==> config.mk <==
export PLATFORM = sky130hd
export DESIGN_NAME = secs_rtc_core
export DESIGN_NICKNAME = d
export VERILOG_FILES = /design/src/rtl/rtc_pkg.sv /design/src/rtl/rtc_tick_gen.sv /design/src/rtl/rtc_time_keeper.sv /design/src/rtl/rtc_irq_ctrl.sv /design/src/rtl/secs_rtc_core.sv
export SDC_FILE = /design/constraint.sdc
export NUM_CORES = 1
export LEC_CHECK = 0
export ABC_AREA = 1
export BUFFER_PORTS_ARGS = -buffer_cell sky130_fd_sc_hd__buf_2
export CAP_MARGIN = 20
export CORE_MARGIN = 4
export CORE_UTILIZATION = 35
export CTS_BUF_LIST = sky130_fd_sc_hd__clkbuf_16
export DETAILED_ROUTE_END_ITERATION = 7
export GPL_TIMING_DRIVEN = 0
export PLACE_DENSITY_LB_ADDON = 0.05
export RECOVER_POWER = 100
export SLEW_MARGIN = 10
export SYNTH_ARGS = -nofsm -noshare
export SYNTH_HDL_FRONTEND = slang
export SYNTH_SLANG_ARGS = --single-unit
==> constraint.sdc <==
create_clock -name clk -period 1.9 [get_ports clk]
set_input_delay 0.38 -clock clk [delete_from_list [all_inputs] [get_ports clk]]
set_output_delay 0.38 -clock clk [all_outputs]
set_load 0.1 [all_outputs]
==> src/rtl/rtc_pkg.sv <==
package rtc_pkg;
    typedef enum logic { TK_COUNT, TK_PAD } tick_state_t;
    typedef enum logic { TM_RUN, TM_ARMED } time_state_t;

    localparam logic [4:0] A_SET_WR = 5'd0;
    localparam logic [4:0] A_SET_RD = 5'd1;
    localparam logic [4:0] A_CAL_WR = 5'd2;
    localparam logic [4:0] A_CAL_RD = 5'd3;
    localparam logic [4:0] A_CUR    = 5'd4;
    localparam logic [4:0] A_TICK   = 5'd5;
    localparam logic [4:0] A_ALARM  = 5'd6;
    localparam logic [4:0] A_STAT   = 5'd8;
    localparam logic [4:0] A_MASK   = 5'd9;
    localparam logic [4:0] A_IEN    = 5'd10;
    localparam logic [4:0] A_IDIS   = 5'd11;
    localparam logic [4:0] A_CTRL   = 5'd16;

    localparam int NSRC    = 2;
    localparam int SRC_SEC = 0;
    localparam int SRC_ALM = 1;
endpackage

==> src/rtl/rtc_tick_gen.sv <==
module rtc_tick_gen
    import rtc_pkg::*;
#(
    parameter int CNT_W  = 16,
    parameter int FRAC_W = 4
) (
    input  logic              clk,
    input  logic              rst_n,
    input  logic              osc_en,
    input  logic              restart,
    input  logic [CNT_W-1:0]  cnt_max,
    input  logic [FRAC_W-1:0] frac_val,
    input  logic              frac_on,
    output logic [CNT_W-1:0]  tick_cnt,
    output logic              sec_evt
);
    tick_state_t       st, nxt_st;
    logic [CNT_W-1:0]  nxt_cnt;
    logic [FRAC_W-1:0] seq, nxt_seq;
    logic              pad_need;

    always_ff @(posedge clk or negedge rst_n) begin
        if (!rst_n) begin
            st       <= TK_COUNT;
            tick_cnt <= '0;
            seq      <= '0;
        end else begin
            st       <= nxt_st;
            tick_cnt <= nxt_cnt;
            seq      <= nxt_seq;
        end
    end

    always_comb begin
        nxt_st   = st;
        nxt_cnt  = tick_cnt;
        nxt_seq  = seq;
        sec_evt  = 1'b0;
        pad_need = frac_on && (seq < frac_val);
        if (restart) begin
            nxt_st  = TK_COUNT;
            nxt_cnt = '0;
            nxt_seq = '0;
        end else if (osc_en) begin
            unique case (st)
                TK_COUNT: begin
                    if (tick_cnt == cnt_max) begin
                        if (pad_need) begin
                            nxt_st = TK_PAD;
                        end else begin
                            sec_evt = 1'b1;
                            nxt_cnt = '0;
                            nxt_seq = seq + 1'b1;
                        end
                    end else begin
                        nxt_cnt = tick_cnt + 1'b1;
                    end
                end
                TK_PAD: begin
                    sec_evt = 1'b1;
                    nxt_cnt = '0;
                    nxt_seq = seq + 1'b1;
                    nxt_st  = TK_COUNT;
                end
            endcase
        end
    end
endmodule

==> src/rtl/rtc_time_keeper.sv <==
module rtc_time_keeper
    import rtc_pkg::*;
#(
    parameter int TIME_W = 32
) (
    input  logic              clk,
    input  logic              rst_n,
    input  logic              sec_evt,
    input  logic              set_wr,
    input  logic [TIME_W-1:0] set_val,
    input  logic [TIME_W-1:0] alarm_val,
    output logic [TIME_W-1:0] secs,
    output logic [TIME_W-1:0] set_rb,
    output logic              alm_evt
);
    time_state_t       st, nxt_st;
    logic [TIME_W-1:0] nxt_secs;

    always_ff @(posedge clk or negedge rst_n) begin
        if (!rst_n) begin
            st     <= TM_RUN;
            secs   <= '0;
            set_rb <= '0;
        end else begin
            st <= nxt_st;
            if (sec_evt) secs <= nxt_secs;
            if (set_wr)  set_rb <= set_val;
        end
    end

    always_comb begin
        nxt_st   = st;
        nxt_secs = secs + 1'b1;
        unique case (st)
            TM_RUN:   nxt_secs = secs + 1'b1;
            TM_ARMED: begin
                nxt_secs = set_rb;
                if (sec_evt) nxt_st = TM_RUN;
            end
        endcase
        if (set_wr) nxt_st = TM_ARMED;
        alm_evt = sec_evt && (nxt_secs == alarm_val);
    end
endmodule

==> src/rtl/rtc_irq_ctrl.sv <==
module rtc_irq_ctrl
    import rtc_pkg::*;
#(
    parameter int N_SRC = NSRC
) (
    input  logic             clk,
    input  logic             rst_n,
    input  logic [N_SRC-1:0] evt,
    input  logic             clr_wr,
    input  logic             en_wr,
    input  logic             dis_wr,
    input  logic [N_SRC-1:0] wbits,
    output logic [N_SRC-1:0] status,
    output logic [N_SRC-1:0] enabled,
    output logic             irq
);
    always_ff @(posedge clk or negedge rst_n) begin
        if (!rst_n) begin
            status  <= '0;
            enabled <= '0;
        end else begin
            status <= (status & ~(clr_wr ? wbits : '0)) | evt;
            if (en_wr)       enabled <= enabled | wbits;
            else if (dis_wr) enabled <= enabled & ~wbits;
        end
    end

    assign irq = |(status & enabled);
endmodule

==> src/rtl/secs_rtc_core.sv <==
module secs_rtc_core
    import rtc_pkg::*;
#(
    parameter int          TIME_W    = 32,
    parameter int          TICK_W    = 16,
    parameter int          FRAC_W    = 4,
    parameter int          ADDR_W    = 5,
    parameter logic [20:0] CAL_RESET = 21'h198233
) (
    input  logic              clk,
    input  logic              rst_n,
    input  logic              osc_en,
    input  logic              bus_wr,
    input  logic              bus_rd,
    input  logic [ADDR_W-1:0] bus_addr,
    input  logic [31:0]       bus_wdata,
    output logic [31:0]       bus_rdata,
    output logic              irq
);
    localparam int CAL_W   = TICK_W + FRAC_W + 1;
    localparam int FEN_BIT = TICK_W + FRAC_W;
    localparam int BAT_BIT = 31;
    localparam int OSC_BIT = 24;

    logic [CAL_W-1:0]  cal_reg;
    logic [TIME_W-1:0] alarm_reg;
    logic              ctl_bat, ctl_osc;
    logic [TICK_W-1:0] tick_cnt;
    logic [TIME_W-1:0] secs, set_rb;
    logic              sec_evt, alm_evt;
    logic [NSRC-1:0]   irq_stat, irq_mask, evt;
    logic [31:0]       rd_mux;
    logic              wr_cal, wr_set;

    assign wr_cal = bus_wr && (bus_addr == ADDR_W'(A_CAL_WR));
    assign wr_set = bus_wr && (bus_addr == ADDR_W'(A_SET_WR));

    always_ff @(posedge clk or negedge rst_n) begin
        if (!rst_n) begin
            cal_reg   <= CAL_W'(CAL_RESET);
            alarm_reg <= '0;
            ctl_bat   <= 1'b0;
            ctl_osc   <= 1'b0;
        end else if (bus_wr) begin
            if (bus_addr == ADDR_W'(A_CAL_WR)) cal_reg   <= bus_wdata[CAL_W-1:0];
            if (bus_addr == ADDR_W'(A_ALARM))  alarm_reg <= bus_wdata[TIME_W-1:0];
            if (bus_addr == ADDR_W'(A_CTRL)) begin
                ctl_bat <= bus_wdata[BAT_BIT];
                ctl_osc <= bus_wdata[OSC_BIT];
            end
        end
    end

    rtc_tick_gen #(.CNT_W(TICK_W), .FRAC_W(FRAC_W)) u_tick (
        .clk      (clk),
        .rst_n    (rst_n),
        .osc_en   (osc_en),
        .restart  (wr_cal),
        .cnt_max  (cal_reg[TICK_W-1:0]),
        .frac_val (cal_reg[FEN_BIT-1:TICK_W]),
        .frac_on  (cal_reg[FEN_BIT]),
        .tick_cnt (tick_cnt),
        .sec_evt  (sec_evt)
    );

    rtc_time_keeper #(.TIME_W(TIME_W)) u_time (
        .clk       (clk),
        .rst_n     (rst_n),
        .sec_evt   (sec_evt),
        .set_wr    (wr_set),
        .set_val   (bus_wdata[TIME_W-1:0]),
        .alarm_val (alarm_reg),
        .secs      (secs),
        .set_rb    (set_rb),
        .alm_evt   (alm_evt)
    );

    always_comb begin
        evt          = '0;
        evt[SRC_SEC] = sec_evt;
        evt[SRC_ALM] = alm_evt;
    end

    rtc_irq_ctrl #(.N_SRC(NSRC)) u_irq (
        .clk     (clk),
        .rst_n   (rst_n),
        .evt     (evt),
        .clr_wr  (bus_wr && (bus_addr == ADDR_W'(A_STAT))),
        .en_wr   (bus_wr && (bus_addr == ADDR_W'(A_IEN))),
        .dis_wr  (bus_wr && (bus_addr == ADDR_W'(A_IDIS))),
        .wbits   (bus_wdata[NSRC-1:0]),
        .status  (irq_stat),
        .enabled (irq_mask),
        .irq     (irq)
    );

    always_comb begin
        rd_mux = '0;
        unique case (bus_addr)
            ADDR_W'(A_SET_WR), ADDR_W'(A_SET_RD): rd_mux = 32'(set_rb);
            ADDR_W'(A_CAL_WR), ADDR_W'(A_CAL_RD): rd_mux = 32'(cal_reg);
            ADDR_W'(A_CUR):   rd_mux = 32'(secs);
            ADDR_W'(A_TICK):  rd_mux = 32'(tick_cnt);
            ADDR_W'(A_ALARM): rd_mux = 32'(alarm_reg);
            ADDR_W'(A_STAT):  rd_mux = 32'(irq_stat);
            ADDR_W'(A_MASK), ADDR_W'(A_IEN), ADDR_W'(A_IDIS): rd_mux = 32'(irq_mask);
            ADDR_W'(A_CTRL): begin
                rd_mux[BAT_BIT] = ctl_bat;
                rd_mux[OSC_BIT] = ctl_osc;
            end
            default: rd_mux = '0;
        endcase
    end

    always_ff @(posedge clk or negedge rst_n) begin
        if (!rst_n)      bus_rdata <= '0;
        else if (bus_rd) bus_rdata <= rd_mux;
    end
endmodule

# After elaboration in Yosys (flattened, before gate mapping)
# Cells that the tools add are included.
# Widths: inputs -> output; s select.
[op_classes]
n_addsub = 3
n_mul = 0
n_div = 0
magnitude_cmp = 1
eq_ne = 16
n_shift = 0
n_mux = 31
bitwise_logic = 9
n_reduce_logical = 19
[ops]
columns = ["cell", "count"]
rows = [
  ["$pmux 24 s7", 1],
  ["$mux 16", 4],
  ["$pmux 32 s2", 1],
  ["$add 32x1->32 const B", 1],
  ["$eq 32x32->1", 1],
  ["$pmux 16 s2", 1],
  ["$eq 5x4->1 const B", 4],
  ["$pmux 6 s3", 1],
  ["$add 16x1->16 const B", 1],
  ["$eq 16x16->1", 1],
  ["$mux 4", 4],
  ["$eq 5x3->1 const B", 3],
  ["$mux 1", 11],
  ["$eq 5x2->1 const B", 2],
  ["$pmux 1 s4", 2],
  ["$pmux 4 s2", 1],
  ["$reduce_and 2->1", 4],
  ["$logic_and 1x1->1", 7],
  ["$and 2x2->2", 3],
  ["$mux 2", 3],
  ["$reduce_or 2->1", 3],
  ["$eq 5x1->1 const B", 1],
  ["$eq 5x5->1 const B", 1],
  ["$logic_not 5->1", 1],
  ["other kinds (12)", 17],
]
[totals]
regBits = 177
latchBits = 0
ramBits = 0
mem_bits_ro = 0
in_bits = 42
out_inout_bits = 33
memories = 0

# Longest topological paths before layout
[depth]
word_depth = 10
mapped_depth = 17
mapped_depth_nobuf = 17

# Modules after synthesis
# A second synthesis with hierarchy kept.
[unflattened]
cells_unflattened = 1603
area_unflattened_um2 = 10918.0
[by_module_without_submodules]
columns = ["module", "instances", "cells_per_inst", "area_per_inst_um2"]
rows = [
  ["secs_rtc_core", 1, 616, 4588.2],
  ["rtc_time_keeper", 1, 672, 4377.9],
  ["rtc_tick_gen", 1, 292, 1780.5],
  ["rtc_irq_ctrl", 1, 23, 171.4],
]

# Worst setup path before layout
# No wires, ideal clock.
[synth_path]
path_type = "flip-flop to output port"
startpoint = "register (tool-made name)"
endpoint = "output port irq"
t_arrival_ps = 1847
t_required_ps = 1520
path_slack_ps = -327
stages_incl_launch_ff = 3
path_buffers = 0
cell_sequence = "dfrtp_1 -> inv_1 -> o22ai_1"
[synth_rtl]
columns = ["element", "line_no", "text"]
rows = [
  ["to (decl)", "secs_rtc_core.sv:18", "output logic irq"],
]

# Final worst setup path
[layout_path]
startpoint = "register u_time.secs[1]"
endpoint = "register u_irq.status[1]"
[layout_between]
elab_chain_cells = 5
[layout_lines]
columns = ["element", "line_no", "text"]
rows = [
  ["from (decl)", "rtc_time_keeper.sv:12", "output logic [TIME_W-1:0] secs,"],
  ["from (signal assigned)", "rtc_time_keeper.sv:26", "if (sec_evt) secs <= nxt_secs;"],
  ["$add 32x1->32", "-", ""],
  ["$pmux 32 s2", "rtc_time_keeper.sv:34", "unique case (st)"],
  ["$eq 32x32->1", "rtc_time_keeper.sv:42", "alm_evt = sec_evt && (nxt_secs == alarm_val);"],
  ["$logic_and 1x1->1", "rtc_time_keeper.sv:42", ""],
  ["$or 2x2->2", "rtc_irq_ctrl.sv:22", "status <= (status & ~(clr_wr ? wbits : '0)) | evt;"],
  ["to (signal assigned)", "rtc_irq_ctrl.sv:22", ""],
  ["to (decl)", "rtc_irq_ctrl.sv:13", "output logic [N_SRC-1:0] status,"],
]
# No other way between the ends.
# A chain may end at the register's enable or synchronous reset.

==> out/results.txt <==
outcome - finished with violations
failing checks - negative setup slack
Reg clk slew, reported paths - 0.07 ns
number of flops mapped to enable cells by yosys - 0
#FFs+latches synth - 177
static leakage - 0.00616 uW
NetSw - 5880 uW
Clock Skew - 0.0169 ns
Max clock buf depth - 2
CTS Root Cell - clkbuf_16
count of cell types in the netlist - 49
ys async rst share - 100%
PnR Total Power - 14300 uW
Initial Util - 35.9%
switch share - 41.0%
Vias - 10400
Die X - 178 um
post-route setup slack - -0.292 ns
Synth Flop Type - dfrtp_1
Cell Pwr Density - 1110 mW/mm^2
DRT Pass-1 Iters - 6
Final Non-Filler Cells - 1969
# diodes - 0
cell internal pwr - 8450 uW
Fillers - 2989
Max VDD drop - 0.681 mV
commonest non-fill, non-tap cell in the layout - nand2_1
final hold vios - 0
die area - 0.0316 mm^2
DRT iter0 DRCs - 983
crit path max fanout - 4
total core area - 0.0281 mm^2
vias in the first global route - 9789
CP Class - flip-flop to flip-flop
Hold WC Path Type - primary input to flip-flop
synthesized area per cell - 7.08 um^2
# DRC - 0
crit path DAT - 2.57 ns
Clock power frac - 26.5%
setup TNS - -9.19 ns
GPL Wtd Cong - 0.887
total grt overflow - 0
# setup viols final - 63
DR vias/cell - 5.27
I/O Buffers - 73
register area share after synthesis - 44.0%
syn_nets - 1475
commonest non-fill, non-tap cells in the layout - nand2_1, inv_1, dfrtp_1
register share of total power - 38.5%
element type at the critical path end - flip-flop
share of layout cells above drive strength 1 - 23.8%
number of routed nets with antenna violations - 0
I/O pin count - 75
Mapped Cells - 1427
nets - 1626
CTS buffer count - 17
RSZ-0062 raised after global routing - yes
CTS Sinks - 177
critical path startpoint category - flip-flop
Logic pwr share - 35.0%
HPWL Detailed - 29200 um
max cap viols - 0
Clock Latency Late Sink - 0.45 ns
CTS tree - yes
Rows - 61
Routed Wire Length - 40800 um
final period demand of the worst path - 2.19 ns
Slew Limit Fails - 0
number of warnings issued by yosys - 0
worst slew pin tran - 1.22 ns
R2R Setup Slk - -0.29 ns
CTS H-tree lvls - 4
antenna violations before repair - 0
final worst path period share - 115%
largest net degree at the start of global routing - 100
synthesized area - 0.0101 mm^2
Slew HR - 18.9%
required time worst endpoint - 2.28 ns
Max Fclk - 456 MHz
Die Ht - 178 um
first-pass GRT wire length - 60800 um
Layout area overhead - 27.9%
pre-CTS setup slack - -1.14 ns
routed len/inst - 20.7 um
# placed instances - 1880
all-layer global routing usage - 26.0%
## routing by layer
metal,share of wire (%),global-route usage (%),up-vias
li1,-,-,4934
met1,46,37.5,5044
met2,45,40.3,358
met3,7.0,5.05,41
met4,1.7,6.12,0
met5,0,0,-
## timing repair
| item | in CTS | in global routing |
|---|---|---|
| pin swaps | 14 | 30 |
| gates cloned | 5 | 1 |
| setup endpoints to repair | 118 | 100 |
| resized for setup | 157 | 145 |
| endpoints found under the hold margin | 78 | 0 |
| hold buffers | 1 | 0 |
| buffers inserted | 40 | 14 |
## worst paths after layout
| kind | endpoint | start | cells after the start |
|---|---|---|---|
| max in group asynchronous | u_tick.tick_cnt[0] | rst_n | 3 |
| worst min-delay path | flip-flop | bus_wdata[1] | 3 |
| worst min register to register | bus_rdata[12] | bus_rdata[12] | 2 |
| worst max-delay path | u_irq.status[1] | u_time.secs[1] | 16 |
| worst max register to register | u_irq.status[1] | u_time.secs[1] | 16 |
| min in group asynchronous | bus_rdata[8] | rst_n | 2 |
## per-stage QoR
step / util [%] / instance area (um^2) / hold slack, ns
6_report: 46.0 / 12900 / 0.161
5_1_grt: 46.0 / 12900 / 0.162
4_1_cts: 44.4 / 12500 / 0.152
3_5_place_dp: 39.2 / 11000 / 0.423
3_3_place_gp: 39.0 / 11000 / 0.461
2_1_floorplan: - / 10100 / 0.0844
## cell usage after synthesis, types with 2 or more instances
cell type,count,area [um^2]
ha_1,6,75.1
buf_6,2,22.5
nor2_1,84,315
o21ai_0,176,881
and2_1,2,12.5
xor2_1,14,123
nand3_1,98,490
dfstp_2,9,236
o21ai_1,12,60.1
nor2_4,5,56.3
o211ai_1,2,15.0
o221ai_1,11,96.3
clkbuf_1,40,150
buf_2,3,15.0
dfrtp_1,168,4200
a221oi_1,5,43.8
a21oi_1,26,130
nor3b_2,2,25.0
a211oi_1,2,15.0
nand4_1,10,62.6
nor4_1,6,37.5
buf_1,2,7.51
buf_4,2,15.0
inv_2,11,41.3
o22ai_1,19,119
nor3_1,12,60.1
nand3b_1,6,45.0
nor2_2,5,31.3
nand2_2,5,31.3
or2_2,6,37.5
inv_1,162,608
nand2_1,497,1870
## power groups by stage
stage          combinational [uW]  clock, uW  sequential (uW)
2_1_floorplan                2540          0             5520
3_3_place_gp                 3910          0             5500
3_5_place_dp                 3960          0             5500
4_1_cts                      4500       3870             5440
5_1_grt                      5540       4010             5610
6_report                     5010       3800             5510
## area by class of cell
cell class	count	area (um^2)	share of cell area [%]
plain buffers	48	344	2.67
clock buffers	17	425	3.30
clock inverters	15	179	1.39
multi-input cells	1025	5280	40.9
flip-flops and latches	177	4450	34.5
inverters	175	686	5.31
well taps	378	473	3.66
repair buffers	134	1060	8.25
## cells by family after synthesis
family,share of synthesized area (%)
flip-flops,44.0
XOR/XNOR,1.21
adder cells (fa/ha/maj),0.743
AND/OR/NAND/NOR,31.2
buffers and inverters,8.66
AO/OA/AOI/OAI,14.2
## critical path, cell delays in order, from the launching register on
cell and delay (ns):
dfrtp_1 0.38, ha_2 0.22, nand2_2 0.08, nor2_4 0.17
buf_6 0.14, nand3_4 0.12, inv_1 0.10, nand3_1 0.09
nand3_2 0.11, nand2_1 0.07, nand2_1 0.06, nand2_1 0.06
nor2_2 0.09, nand2_2 0.09, nor2_2 0.14, nand3_1 0.12
nand2_1 0.08
Note: power is estimated with default switching activity, not from simulation.
